`src/rtl/xdma_pkg.sv`:
```
// Shared constants for the translated DMA engine: register offsets,
// mode-word bit positions and the sequencer state type.
// Assumes a 12-bit register address space and 32-bit data.
package xdma_pkg;

    localparam int DATA_W      = 32;
    localparam int REG_AW      = 12;
    localparam int PAGE_BITS   = 12;

    localparam logic [REG_AW-1:0] OFF_TBL_BASE  = 12'h008;
    localparam logic [REG_AW-1:0] OFF_TBL_LIMIT = 12'h010;
    localparam logic [REG_AW-1:0] OFF_NMI_SRC   = 12'h018;

    localparam int FLG_EN      = 0;
    localparam int FLG_DIR     = 1;
    localparam int FLG_TC      = 8;
    localparam int FLG_MEMERR  = 9;
    localparam int FLG_ADDRERR = 10;

    localparam logic [DATA_W-1:0] FLAG_CLR_MASK =
        (32'd1 << FLG_TC) | (32'd1 << FLG_MEMERR) | (32'd1 << FLG_ADDRERR);

    typedef enum logic [1:0] {
        ST_IDLE = 2'd0,
        ST_RUN  = 2'd1,
        ST_END  = 2'd2
    } seq_state_e;

endpackage

```
`src/rtl/xdma_xlate.sv`:
```
// Page translation table: holds one frame word per 4 KiB page and maps a
// logical address to a physical one combinationally.
// Assumes frames are byte addresses of page starts; zero frame = unmapped.
module xdma_xlate
    import xdma_pkg::*;
#(
    parameter int TBL_ENTRIES = 32
) (
    input  logic              clk,
    input  logic              rst_n,
    input  logic              tw_we,
    input  logic [7:0]        tw_idx,
    input  logic [DATA_W-1:0] tw_frame,
    input  logic [7:0]        rd_idx,
    output logic [DATA_W-1:0] rd_frame,
    input  logic [DATA_W-1:0] limit,
    input  logic [DATA_W-1:0] look_addr,
    output logic              hit,
    output logic [DATA_W-1:0] phys
);
    localparam int IDXW = (TBL_ENTRIES > 1) ? $clog2(TBL_ENTRIES) : 1;
    localparam int PGW  = DATA_W - PAGE_BITS;

    logic [DATA_W-1:0] frame_q [TBL_ENTRIES];
    logic [PGW-1:0]    pg;
    logic [32:0]       end_byte;
    logic              in_tbl;
    logic              in_lim;
    logic [DATA_W-1:0] sel_frame;

    // One storage word per page entry, written through the register port.
    for (genvar e = 0; e < TBL_ENTRIES; e++) begin : g_ent
        always_ff @(posedge clk) begin
            if (!rst_n)
                frame_q[e] <= '0;
            else if (tw_we && (32'(tw_idx) == e))
                frame_q[e] <= tw_frame;
        end
    end

    // Lookup: index range, limit range and non-zero frame decide a hit.
    always_comb begin
        pg        = look_addr[DATA_W-1:PAGE_BITS];
        in_tbl    = 32'(pg) < TBL_ENTRIES;
        end_byte  = 33'({pg, 3'b000}) + 33'd8;
        in_lim    = end_byte <= {1'b0, limit};
        sel_frame = in_tbl ? frame_q[pg[IDXW-1:0]] : '0;
        hit       = in_tbl && in_lim && (sel_frame != '0);
        phys      = sel_frame + {{PGW{1'b0}}, look_addr[PAGE_BITS-1:0]};
    end

    // Register-port readback of a frame word.
    always_comb begin
        rd_frame = (32'(rd_idx) < TBL_ENTRIES) ? frame_q[rd_idx[IDXW-1:0]] : '0;
    end

endmodule

```
`src/rtl/xdma_chan_regs.sv`:
```
// Channel register bank (mode, count, address per channel) and the
// interrupt source register. Engine updates take priority over bus writes
// in the same cycle. Assumes bus channel/index fields are pre-decoded.
module xdma_chan_regs
    import xdma_pkg::*;
#(
    parameter int NUM_CH = 4
) (
    input  logic                      clk,
    input  logic                      rst_n,
    input  logic                      bus_we,
    input  logic [2:0]                bus_ch,
    input  logic [1:0]                bus_idx,
    input  logic [DATA_W-1:0]         bus_wdata,
    output logic [DATA_W-1:0]         bus_rdata,
    input  logic                      nmi_clr_we,
    output logic [NUM_CH-1:0]         nmi_src,
    input  logic [$clog2(NUM_CH)-1:0] eng_ch,
    input  logic                      eng_clr,
    input  logic [DATA_W-1:0]         eng_set,
    input  logic                      eng_cnt_we,
    input  logic [DATA_W-1:0]         eng_cnt_val,
    input  logic [NUM_CH-1:0]         eng_nmi_set,
    output logic [DATA_W-1:0]         eng_mode,
    output logic [DATA_W-1:0]         eng_cnt,
    output logic [DATA_W-1:0]         eng_addr
);
    localparam int CHW = $clog2(NUM_CH);

    logic [DATA_W-1:0] mode_q [NUM_CH];
    logic [DATA_W-1:0] cnt_q  [NUM_CH];
    logic [DATA_W-1:0] addr_q [NUM_CH];
    logic [NUM_CH-1:0] nmi_q;
    logic [CHW-1:0]    rsel;
    logic              rsel_ok;

    for (genvar c = 0; c < NUM_CH; c++) begin : g_ch
        // Per-channel storage: bus write first, engine update overrides.
        always_ff @(posedge clk) begin
            if (!rst_n) begin
                mode_q[c] <= '0;
                cnt_q[c]  <= '0;
                addr_q[c] <= '0;
            end else begin
                if (bus_we && (32'(bus_ch) == c)) begin
                    case (bus_idx)
                        2'd1:    mode_q[c] <= bus_wdata;
                        2'd2:    cnt_q[c]  <= bus_wdata;
                        2'd3:    addr_q[c] <= bus_wdata;
                        default: ;
                    endcase
                end
                if (32'(eng_ch) == c) begin
                    if (eng_clr || (eng_set != '0))
                        mode_q[c] <= (eng_clr ? (mode_q[c] & ~FLAG_CLR_MASK) : mode_q[c])
                                     | eng_set;
                    if (eng_cnt_we)
                        cnt_q[c] <= eng_cnt_val;
                end
            end
        end
    end

    // Interrupt source: write-one-to-clear from the bus, set by the engine.
    always_ff @(posedge clk) begin
        if (!rst_n)
            nmi_q <= '0;
        else
            nmi_q <= (nmi_q & ~(nmi_clr_we ? bus_wdata[NUM_CH-1:0] : '0)) | eng_nmi_set;
    end

    // Bus readback of the addressed channel slot.
    always_comb begin
        rsel      = bus_ch[CHW-1:0];
        rsel_ok   = 32'(bus_ch) < NUM_CH;
        bus_rdata = '0;
        if (rsel_ok) begin
            case (bus_idx)
                2'd1:    bus_rdata = mode_q[rsel];
                2'd2:    bus_rdata = cnt_q[rsel];
                2'd3:    bus_rdata = addr_q[rsel];
                default: bus_rdata = '0;
            endcase
        end
    end

    // Engine view of the channel it is serving.
    always_comb begin
        eng_mode = mode_q[eng_ch];
        eng_cnt  = cnt_q[eng_ch];
        eng_addr = addr_q[eng_ch];
        nmi_src  = nmi_q;
    end

endmodule

```
`src/rtl/xdma_seq.sv`:
```
// Request sequencer: accepts a request, checks channel consistency,
// clamps the length and walks one translated word beat at a time.
// Assumes the register bank returns the served channel combinationally.
module xdma_seq
    import xdma_pkg::*;
#(
    parameter int NUM_CH = 4,
    parameter int LEN_W  = 16
) (
    input  logic                      clk,
    input  logic                      rst_n,
    input  logic                      req_valid,
    input  logic [$clog2(NUM_CH)-1:0] req_ch,
    input  logic                      req_to_dev,
    input  logic [LEN_W-1:0]          req_len,
    output logic                      req_ready,
    output logic                      req_done,
    input  logic [DATA_W-1:0]         ch_mode,
    input  logic [DATA_W-1:0]         ch_cnt,
    input  logic [DATA_W-1:0]         ch_addr,
    input  logic                      xl_hit,
    input  logic [DATA_W-1:0]         xl_phys,
    output logic [DATA_W-1:0]         look_addr,
    output logic                      mem_valid,
    input  logic                      mem_ready,
    output logic [DATA_W-1:0]         mem_addr,
    output logic                      mem_write,
    output logic [$clog2(NUM_CH)-1:0] eng_ch,
    output logic                      eng_clr,
    output logic [DATA_W-1:0]         eng_set,
    output logic                      eng_cnt_we,
    output logic [DATA_W-1:0]         eng_cnt_val,
    output logic [NUM_CH-1:0]         eng_nmi_set
);
    localparam int CHW = $clog2(NUM_CH);

    seq_state_e        state_q;
    logic [CHW-1:0]    ch_q;
    logic              to_dev_q;
    logic [DATA_W-1:0] cur_q;
    logic [DATA_W-1:0] rem_q;
    logic [DATA_W-1:0] moved_q;
    logic [DATA_W-1:0] len_ext;
    logic [DATA_W-1:0] clamp_len;
    logic [DATA_W-1:0] step;
    logic              chan_ok;

    // Datapath helpers: consistency, clamp and per-beat step.
    always_comb begin
        len_ext   = DATA_W'(req_len);
        clamp_len = (len_ext < ch_cnt) ? len_ext : ch_cnt;
        chan_ok   = ch_mode[FLG_EN] && (ch_mode[FLG_DIR] == req_to_dev);
        step      = (rem_q >= 32'd4) ? 32'd4 : rem_q;
    end

    // Control outputs and register-bank update commands.
    always_comb begin
        req_ready   = 1'b0;
        req_done    = 1'b0;
        mem_valid   = 1'b0;
        eng_clr     = 1'b0;
        eng_set     = '0;
        eng_cnt_we  = 1'b0;
        eng_cnt_val = ch_cnt - moved_q;
        eng_nmi_set = '0;
        eng_ch      = (state_q == ST_IDLE) ? req_ch : ch_q;
        look_addr   = cur_q;
        mem_addr    = xl_phys;
        mem_write   = !to_dev_q;
        case (state_q)
            ST_IDLE: begin
                req_ready = 1'b1;
                if (req_valid) begin
                    eng_clr = 1'b1;
                    if (!chan_ok) begin
                        eng_set     = 32'd1 << FLG_MEMERR;
                        eng_nmi_set = NUM_CH'(1) << req_ch;
                    end
                end
            end
            ST_RUN: begin
                if (rem_q == '0) begin
                    eng_set    = 32'd1 << FLG_TC;
                    eng_cnt_we = 1'b1;
                end else if (!xl_hit) begin
                    eng_set    = 32'd1 << FLG_ADDRERR;
                    eng_cnt_we = 1'b1;
                end else begin
                    mem_valid = 1'b1;
                end
            end
            ST_END:  req_done = 1'b1;
            default: ;
        endcase
    end

    // Sequencer state and transfer cursor.
    always_ff @(posedge clk) begin
        if (!rst_n) begin
            state_q  <= ST_IDLE;
            ch_q     <= '0;
            to_dev_q <= 1'b0;
            cur_q    <= '0;
            rem_q    <= '0;
            moved_q  <= '0;
        end else begin
            case (state_q)
                ST_IDLE: begin
                    if (req_valid) begin
                        ch_q     <= req_ch;
                        to_dev_q <= req_to_dev;
                        cur_q    <= ch_addr;
                        rem_q    <= clamp_len;
                        moved_q  <= '0;
                        state_q  <= chan_ok ? ST_RUN : ST_END;
                    end
                end
                ST_RUN: begin
                    if ((rem_q == '0) || !xl_hit) begin
                        state_q <= ST_END;
                    end else if (mem_ready) begin
                        cur_q   <= cur_q + 32'd4;
                        rem_q   <= rem_q - step;
                        moved_q <= moved_q + step;
                    end
                end
                default: state_q <= ST_IDLE;
            endcase
        end
    end

endmodule

```
`src/rtl/xdma_engine.sv`:
```
// Top of the translated DMA engine: decodes the register port, joins the
// channel bank, translation table and sequencer, and forms the device and
// memory data paths. Assumes word-aligned register accesses.
module xdma_engine
    import xdma_pkg::*;
#(
    parameter int NUM_CH      = 4,
    parameter int TBL_ENTRIES = 32,
    parameter int LEN_W       = 16
) (
    input  logic                      clk,
    input  logic                      rst_n,
    input  logic                      reg_we,
    input  logic [11:0]               reg_addr,
    input  logic [31:0]               reg_wdata,
    output logic [31:0]               reg_rdata,
    input  logic                      req_valid,
    output logic                      req_ready,
    input  logic [$clog2(NUM_CH)-1:0] req_ch,
    input  logic                      req_to_dev,
    input  logic [LEN_W-1:0]          req_len,
    output logic                      req_done,
    input  logic [31:0]               dev_wdata,
    output logic                      dev_wtake,
    output logic [31:0]               dev_rdata,
    output logic                      dev_rvalid,
    output logic                      mem_valid,
    input  logic                      mem_ready,
    output logic [31:0]               mem_addr,
    output logic                      mem_write,
    output logic [31:0]               mem_wdata,
    input  logic [31:0]               mem_rdata
);
    localparam int CHW = $clog2(NUM_CH);

    logic [DATA_W-1:0] base_q;
    logic [DATA_W-1:0] limit_q;
    logic              is_ch;
    logic              is_tbl;
    logic              tbl_frame_sel;
    logic [DATA_W-1:0] ch_rdata;
    logic [DATA_W-1:0] tbl_rdata;
    logic [NUM_CH-1:0] nmi_q;
    logic [DATA_W-1:0] seq_cursor;
    logic              xl_hit;
    logic [DATA_W-1:0] xl_phys;
    logic [CHW-1:0]    eng_ch;
    logic              eng_clr;
    logic [DATA_W-1:0] eng_set;
    logic              eng_cnt_we;
    logic [DATA_W-1:0] eng_cnt_val;
    logic [NUM_CH-1:0] eng_nmi_set;
    logic [DATA_W-1:0] eng_mode;
    logic [DATA_W-1:0] eng_cnt;
    logic [DATA_W-1:0] eng_addr;
    logic              beat;

    // Address decode of the register port.
    always_comb begin
        is_ch         = (reg_addr[11:8] == 4'h1) && (reg_addr[2:0] == 3'b000);
        is_tbl        = reg_addr[11] && (reg_addr[1:0] == 2'b00);
        tbl_frame_sel = is_tbl && !reg_addr[2];
    end

    // Global table base (bit 31 dropped) and table limit registers.
    always_ff @(posedge clk) begin
        if (!rst_n) begin
            base_q  <= '0;
            limit_q <= '0;
        end else if (reg_we) begin
            if (reg_addr == OFF_TBL_BASE)  base_q  <= reg_wdata & 32'h7fff_ffff;
            if (reg_addr == OFF_TBL_LIMIT) limit_q <= reg_wdata;
        end
    end

    xdma_chan_regs #(.NUM_CH(NUM_CH)) regs_i (
        .clk        (clk),
        .rst_n      (rst_n),
        .bus_we     (reg_we && is_ch),
        .bus_ch     (reg_addr[7:5]),
        .bus_idx    (reg_addr[4:3]),
        .bus_wdata  (reg_wdata),
        .bus_rdata  (ch_rdata),
        .nmi_clr_we (reg_we && (reg_addr == OFF_NMI_SRC)),
        .nmi_src    (nmi_q),
        .eng_ch     (eng_ch),
        .eng_clr    (eng_clr),
        .eng_set    (eng_set),
        .eng_cnt_we (eng_cnt_we),
        .eng_cnt_val(eng_cnt_val),
        .eng_nmi_set(eng_nmi_set),
        .eng_mode   (eng_mode),
        .eng_cnt    (eng_cnt),
        .eng_addr   (eng_addr)
    );

    xdma_xlate #(.TBL_ENTRIES(TBL_ENTRIES)) xlate_i (
        .clk      (clk),
        .rst_n    (rst_n),
        .tw_we    (reg_we && tbl_frame_sel),
        .tw_idx   (reg_addr[10:3]),
        .tw_frame (reg_wdata),
        .rd_idx   (reg_addr[10:3]),
        .rd_frame (tbl_rdata),
        .limit    (limit_q),
        .look_addr(seq_cursor),
        .hit      (xl_hit),
        .phys     (xl_phys)
    );

    xdma_seq #(.NUM_CH(NUM_CH), .LEN_W(LEN_W)) seq_i (
        .clk        (clk),
        .rst_n      (rst_n),
        .req_valid  (req_valid),
        .req_ch     (req_ch),
        .req_to_dev (req_to_dev),
        .req_len    (req_len),
        .req_ready  (req_ready),
        .req_done   (req_done),
        .ch_mode    (eng_mode),
        .ch_cnt     (eng_cnt),
        .ch_addr    (eng_addr),
        .xl_hit     (xl_hit),
        .xl_phys    (xl_phys),
        .look_addr  (seq_cursor),
        .mem_valid  (mem_valid),
        .mem_ready  (mem_ready),
        .mem_addr   (mem_addr),
        .mem_write  (mem_write),
        .eng_ch     (eng_ch),
        .eng_clr    (eng_clr),
        .eng_set    (eng_set),
        .eng_cnt_we (eng_cnt_we),
        .eng_cnt_val(eng_cnt_val),
        .eng_nmi_set(eng_nmi_set)
    );

    // Device and memory data paths around each accepted beat.
    always_comb begin
        beat       = mem_valid && mem_ready;
        mem_wdata  = dev_wdata;
        dev_wtake  = beat && mem_write;
        dev_rvalid = beat && !mem_write;
        dev_rdata  = mem_rdata;
    end

    // Register read mux.
    always_comb begin
        if (reg_addr == OFF_TBL_BASE)       reg_rdata = base_q;
        else if (reg_addr == OFF_TBL_LIMIT) reg_rdata = limit_q;
        else if (reg_addr == OFF_NMI_SRC)   reg_rdata = DATA_W'(nmi_q);
        else if (is_ch)                     reg_rdata = ch_rdata;
        else if (tbl_frame_sel)             reg_rdata = tbl_rdata;
        else                                reg_rdata = '0;
    end

endmodule

```
`config.mk`:
```
export PLATFORM = sky130hd
export DESIGN_NAME = xdma_engine
export DESIGN_NICKNAME = d
export VERILOG_FILES = /design/src/rtl/xdma_pkg.sv /design/src/rtl/xdma_xlate.sv /design/src/rtl/xdma_chan_regs.sv /design/src/rtl/xdma_seq.sv /design/src/rtl/xdma_engine.sv
export SDC_FILE = /design/constraint.sdc
export NUM_CORES = 2
export LEC_CHECK = 0
export ABC_AREA = 1
export BUFFER_PORTS_ARGS = -buffer_cell sky130_fd_sc_hd__buf_2
export CAP_MARGIN = 20
export CELL_PAD_IN_SITES_DETAIL_PLACEMENT = 0
export CELL_PAD_IN_SITES_GLOBAL_PLACEMENT = 1
export CORE_ASPECT_RATIO = 0.5
export CORE_UTILIZATION = 44
export CTS_BUF_LIST = sky130_fd_sc_hd__clkbuf_4
export DETAILED_ROUTE_END_ITERATION = 12
export PLACE_DENSITY = 0.78
export SYNTH_ARGS = -nofsm -noshare
export SYNTH_HDL_FRONTEND = slang
export SYNTH_HIERARCHICAL = 1
export SYNTH_SLANG_ARGS = --single-unit
```
`constraint.sdc`:
```
create_clock -name clk -period 5.85 [get_ports clk]
set_clock_uncertainty 0.05 [all_clocks]
set_input_delay 0.2925 -clock clk [delete_from_list [all_inputs] [get_ports clk]]
set_output_delay 0.2925 -clock clk [all_outputs]
set_load 0.02 [all_outputs]
```
After elaboration in Yosys (flattened, before gate mapping)
Memory sizes are Yosys's and may differ from the RTL's. A register that Yosys moved wholly into a read port is not among the register bits.
Index checks and enable logic that the tools add are counted.
Operators by class
  $add $sub $neg: 6
  order comparisons: 6
  equality and inequality tests: 51
  shifts and indexed selects: 1
  muxes and demuxes: 267
  bitwise gates (word level): 59
  reduce and logical (&&, ||, !) cells: 68
Operators with widths (count)
  two-way mux 32 bit: 73
  case mux 32 bit (2 select lines): 4
  two-way mux 1 bit: 172
  == test 8 x 5 -> 1 bit (second input constant): 16
  OR 32 bit: 4
  case mux 32 bit (3 select lines): 1
  == test 8 x 4 -> 1 bit (second input constant): 8
  nonzero test 32 bit: 2
  subtractor 32 bit: 2
  two-way mux 11 bit: 5
  OR 1 bit: 52
  logical AND 1 bit: 48
  less-or-equal comparator 33 x 32 -> 1 bit: 1
  adder 32 x 12 -> 32 bit: 1
  adder 32 x 3 -> 32 bit (second input constant): 1
  adder 32 bit: 1
  == test 8 x 3 -> 1 bit (second input constant): 4
  greater-or-equal comparator 32 x 3 -> 1 bit (second input constant): 1
  zero test 32 bit: 1
  < comparator 16 x 32 -> 1 bit: 1
  adder 23 x 4 -> 24 bit (second input constant): 1
  == test 12 x 5 -> 1 bit (second input constant): 2
  < comparator 20 x 6 -> 1 bit (second input constant): 1
  == test 8 x 2 -> 1 bit (second input constant): 2
  29 further kinds: 54
Storage, ports and cells
  register bits after elaboration: 168
  memory bits (writable): 1408
  bits of input ports: 132
  output and inout bits: 134
  word-level logic and storage cells: 471
  memories: 4
Memories
  xlate_i.frame_q: depth 32, bits a word 32, read ports 2, clocked after Yosys merged registers in 1, write ports 32, RTL line xdma_xlate.sv:24  | logic [DATA_W-1:0] frame_q [TBL_ENTRIES];
  regs_i.addr_q: depth 4, bits a word 32, read ports 2, clocked after Yosys merged registers in 0, write ports 4, RTL line xdma_chan_regs.sv:32  | logic [DATA_W-1:0] addr_q [NUM_CH];
  regs_i.cnt_q: depth 4, bits a word 32, read ports 2, clocked after Yosys merged registers in 0, write ports 4, RTL line xdma_chan_regs.sv:31  | logic [DATA_W-1:0] cnt_q [NUM_CH];
  regs_i.mode_q: depth 4, bits a word 32, read ports 6, clocked after Yosys merged registers in 0, write ports 4, RTL line xdma_chan_regs.sv:30  | logic [DATA_W-1:0] mode_q [NUM_CH];

Longest topological paths before layout
An unclocked memory read counts as a cell.
  depth after elaboration: 15
  depth in mapped cells: 32
  gate-level depth less buffers: 28

Cells and area by module
The synthesis kept the hierarchy.
Modules (own cells, without submodules)
  xdma_xlate: instances 1, cells each 6916, area each 57253.7 µm², sequential area each 30749.5 µm²
  xdma_chan_regs: instances 1, cells each 2931, area each 23232.3 µm², sequential area each 11611.1 µm²
  xdma_seq: instances 1, cells each 1736, area each 10532.6 µm², sequential area each 2021.9 µm²
  xdma_engine: instances 1, cells each 833, area each 4838.4 µm², sequential area each 1261.2 µm²

Worst setup path before layout
OpenSTA, ideal clock, no wires.
  path type: register to register
  start point: register seq_i.cur_q[12] (netlist: seq_i/look_addr[12])
  end point: memory regs_i.mode_q[1][0] (enable)
  library setup time: 0.561 ns
  arrival: 4.922 ns
  required time: 5.239 ns
  path slack: 0.317 ns
  stages on the path, launching flop included: 31
  buffers on the path: 4
  period minus slack after synthesis: 5.533 ns
  cell sequence: dfxtp_1 -> buf_6 -> inv_4 -> buf_8 -> buf_6 -> nor3_4 -> nand3_2 -> nor2_2 -> nand3_2 -> nor2_2 -> nand3_2 -> nor2_2 -> nand3_2 -> nor2_1 -> xor2_1 -> inv_1 -> ha_1 -> nand4_1 -> nor4_1 -> nand4_1 -> nand2_1 -> nand2_1 -> a21oi_1 -> nor2_1 -> inv_1 -> nand4_1 -> nor2_1 -> nand3_1 -> nand2_1 -> clkbuf_1 -> nand3_1
RTL lines
  start, declared: RTL line xdma_seq.sv:40  | logic [DATA_W-1:0] cur_q;
  start signal, assigned: RTL line xdma_seq.sv:112  | cur_q <= ch_addr;
  start signal, assigned: RTL line xdma_seq.sv:122  | cur_q <= cur_q + 32'd4;
  end, declared: RTL line xdma_chan_regs.sv:30

Worst setup path after layout
  start point: register seq_i.cur_q[13] (netlist: seq_i/look_addr[13])
  end point: register seq_i.rem_q[14]
Between the ends
  longest elaborated chain between the ends: 8
  elaborated cells between the ends (all ways): 11
  those cells by class: 1 x add/sub; 2 x order compare; 1 x eq/ne; 1 x mux; 6 x reduce/logical
RTL lines
  adder 23 x 4 -> 24 bit or < comparator 20 x 6 -> 1 bit (tied branches): RTL line xdma_xlate.sv:45, xdma_xlate.sv:44
  less-or-equal comparator 33 x 32 -> 1 bit or two-way mux 32 bit (tied branches): RTL line xdma_xlate.sv:46, xdma_xlate.sv:47
  logical AND 1 bit or nonzero test 32 bit (tied branches): RTL line xdma_xlate.sv:48  | hit = in_tbl && in_lim && (sel_frame != '0);
  logical AND 1 bit *: RTL line xdma_xlate.sv:48
  net xl_hit: RTL line xdma_engine.sv:45  | logic xl_hit;
  zero test 1 bit *
  logical OR 1 bit *: RTL line xdma_seq.sv:119  | if ((rem_q == '0) || !xl_hit) begin
  != test 2 bit (no source line) *
  AND reduction 4 bit (no source line) *
  end signal, assigned: RTL line xdma_seq.sv:113  | rem_q <= clamp_len;
  end signal, assigned: RTL line xdma_seq.sv:123  | rem_q <= rem_q - step;
  end, declared: RTL line xdma_seq.sv:41  | logic [DATA_W-1:0] rem_q;
Mark *: on every way through the listed nets, which the timed path passes. The rest lies on a longest branch.
A chain may end at the register's enable or synchronous reset.

==> impl_metrics.tcl <==
set metrics [dict create \
    violations "setup timing" \
    total_power_mw 34.7 \
    min_period_ns 5.89 \
    worst_path_max_delay_cell "a21oi_1" \
    pwr-share-comb_pct 33.8 \
    ir_drop_v 0.000245 \
    hold_viol_final 0 \
    yosys_warnings 6 \
    max_cap_viol_count 0 \
    syn_inst 12348 \
    grt_pass1_vias 86604 \
    die_height_um 331 \
    grt_first_pass_wirelength_um 586000 \
    cts_buffers 394 \
    p_per_area_nw_per_um2 327 \
    fin_crit_sh_pct 101 \
    fin_tns_setup_ns -0.0407 \
    clk_path_buf_depth 4 \
    pwr-share-clk_pct 27.4 \
    fin_ws_ns -0.0407 \
    r2r_end "seq_i/rem_q[14]" \
    end_kind "flip-flop" \
    grt_overflow 0 \
    start_util_pct 44.4 \
    root_buffer "clkbuf_4" \
    cp.arrival_ns 7.02 \
    area_growth_pct 11.4 \
    p_switching_mw 13.8 \
    final_max_slew_viol_count 0 \
    setup_viol 1 \
    worstPathRequired_ns 6.98 \
    switching_share_pct 39.7 \
    clock_latency_ns 1.29 \
    vias 94126 \
    rsz0062_at_grt "yes" \
    status "finished with violations" \
    drt_iter0_markers 13629 \
    fin_nets 12677 \
    io_pins 266 \
    first_pass_iters 7 \
    portBuffers 137 \
    ant_nets 0 \
    path_buf_inv 10 \
    hp-start "reg_wdata[25]" \
    worst_pin_slew_ns 1.23 \
    seqPwrFrac_pct 38.7 \
    grt_max_degree 114 \
    final_common_cell "nand2_1" \
    ff2ff_path_depth 25 \
    hpwl_um 254000 \
    wirelength_um 415000 \
    dpl_cell_area_um2 99000 \
    crit_path_max_incr_delay_ns 0.57 \
    seqCellArea_um2 45700 \
    r2r-start "seq_i/look_addr[13]" \
    final_area_um2 106000 \
    p_leak_nw 43.6 \
    r2r_setup_slack_ns -0.04 \
    cp-start-kind "flip-flop" \
    slew_headroom_pct 16.7 \
    die_area_um2 219000 \
    core_area_um2 215000 \
    die_x_um 660 \
    rows 120 \
    syn_area_um2 95300 \
    dp_slack_ns 0.222 \
    layout_common_cells "nand2_1, nor2_1, nand3_1" \
    vias_per_cell 6.05 \
    routedWlPerCell_um 26.7 \
    hp-class "input port to flip-flop" \
    antenna_found_initial 16 \
    crit_top_cell "nand3_1" \
    final_layout_size_suffix_gt1_share_pct 11.2 \
    hold-path-cell-count 4 \
    cts_tree "yes" \
    grt_usage_pct 36.4 \
    clkTransAtPathRegs_ns 0.08 \
    gp_congestion 0.948 \
    drc 0 \
    critical_path_peak_fanout 63 \
    critPathKind "flip-flop to flip-flop" \
    max_freq_ghz 0.170 \
    multiInputGateArea_um2 42200 \
    htreeDepth 5 \
    p_int_mw 20.9 \
    nFillCells 21046 \
    cts.sinks 1576 \
    holdPathEnd "regs_i/cnt_q[1][25]" \
    critical-path-top-delay-family "buffers and inverters" \
    avgSynthCellArea_um2 7.72 \
]
area by class of cell:
class,instances,area share [%]
timing repair inverter,6,0.0589
tap,2867,3.38
sequential,1576,43.0
timing repair buffer,701,6.19
multi-input combinational,8868,39.7
antenna,9,0.0212
clock buffer,583,4.12
inverter,882,3.23
clock inverter,57,0.312
power groups by stage:
| stage | Clock (mW) | Sequential (mW) | Combinational (mW) |
|---|---|---|---|
| after floorplan | 0 | 13.5 | 6.57 |
| after global placement | 0 | 13.7 | 10.5 |
| after detailed placement | 0 | 13.7 | 10.5 |
| after CTS | 9.59 | 13.4 | 10.9 |
| after global routing | 10.1 | 13.5 | 12.3 |
| final | 9.52 | 13.4 | 11.7 |
flip-flops by register name, indices dropped and copies added (netlist names), 4 cells and up:
signal           count
seq_i/look_addr     32
regs_i/nmi_src       4
xlate_i/frame_q   1024
seq_i/moved_q       32
limit_q             32
seq_i/rem_q         32
regs_i/addr_q      128
regs_i/cnt_q       128
base_q              31
regs_i/mode_q      128
timing repair:
| action | 4_1_cts | 5_1_grt |
|---|---|---|
| hold endpoints to repair | 1576 | 0 |
| gates cloned | 5 | 8 |
| pin swaps | 3 | 21 |
| resized for setup | 38 | 62 |
| hold buffers | 128 | 0 |
| setup buffers | 13 | 32 |
| setup endpoints to repair | 27 | 29 |
metrics by stage:
| stage | std cells | hold slack [ns] | utilization, % |
|---|---|---|---|
| 6_report | 15549 | 0.0763 | 49.5 |
| 4_1_cts | 15497 | 0.000224 | 49.1 |
| 2_1_floorplan | 12404 | 0.381 | - |
| 3_5_place_dp | 14712 | 0.422 | 46.1 |
| 3_3_place_gp | 14706 | 0.414 | 46.0 |
| 5_1_grt | 15543 | 0.0562 | 49.5 |
how the worst max path moves through the flow:
stage                      endpoint                start  slack [ns]  depth (start not counted)
2_1_floorplan   regs_i/mode_q[1][0]  seq_i/look_addr[12]        0.32                         30
3_3_place_gp   regs_i/mode_q[0][30]  seq_i/look_addr[12]        0.30                         29
3_5_place_dp   regs_i/mode_q[0][26]  seq_i/look_addr[12]        0.22                         29
4_1_cts                mem_addr[18]  seq_i/look_addr[13]       0.009                         25
5_1_grt                   dev_wtake  seq_i/look_addr[14]        -0.1                         27
6_report            seq_i/rem_q[14]  seq_i/look_addr[13]       -0.04                         25
layer usage:
metal / GRT usage [%] / vias to the layer above / share of wire [%]
met2: 54.4 / 6552 / 42
met4: 19.1 / 18 / 5.5
li1: - / 41853 / -
met1: 48.0 / 44432 / 38
met5: 0.383 / - / 0.052
met3: 10.8 / 1271 / 14
worst min-delay path, stage by stage:
cell	delay [ns]
dlygate4sd3_1	0.52
buf_2	0.23
nand2_1	0.11
o22ai_1	0.05
Power figures use the tool's default switching activity.
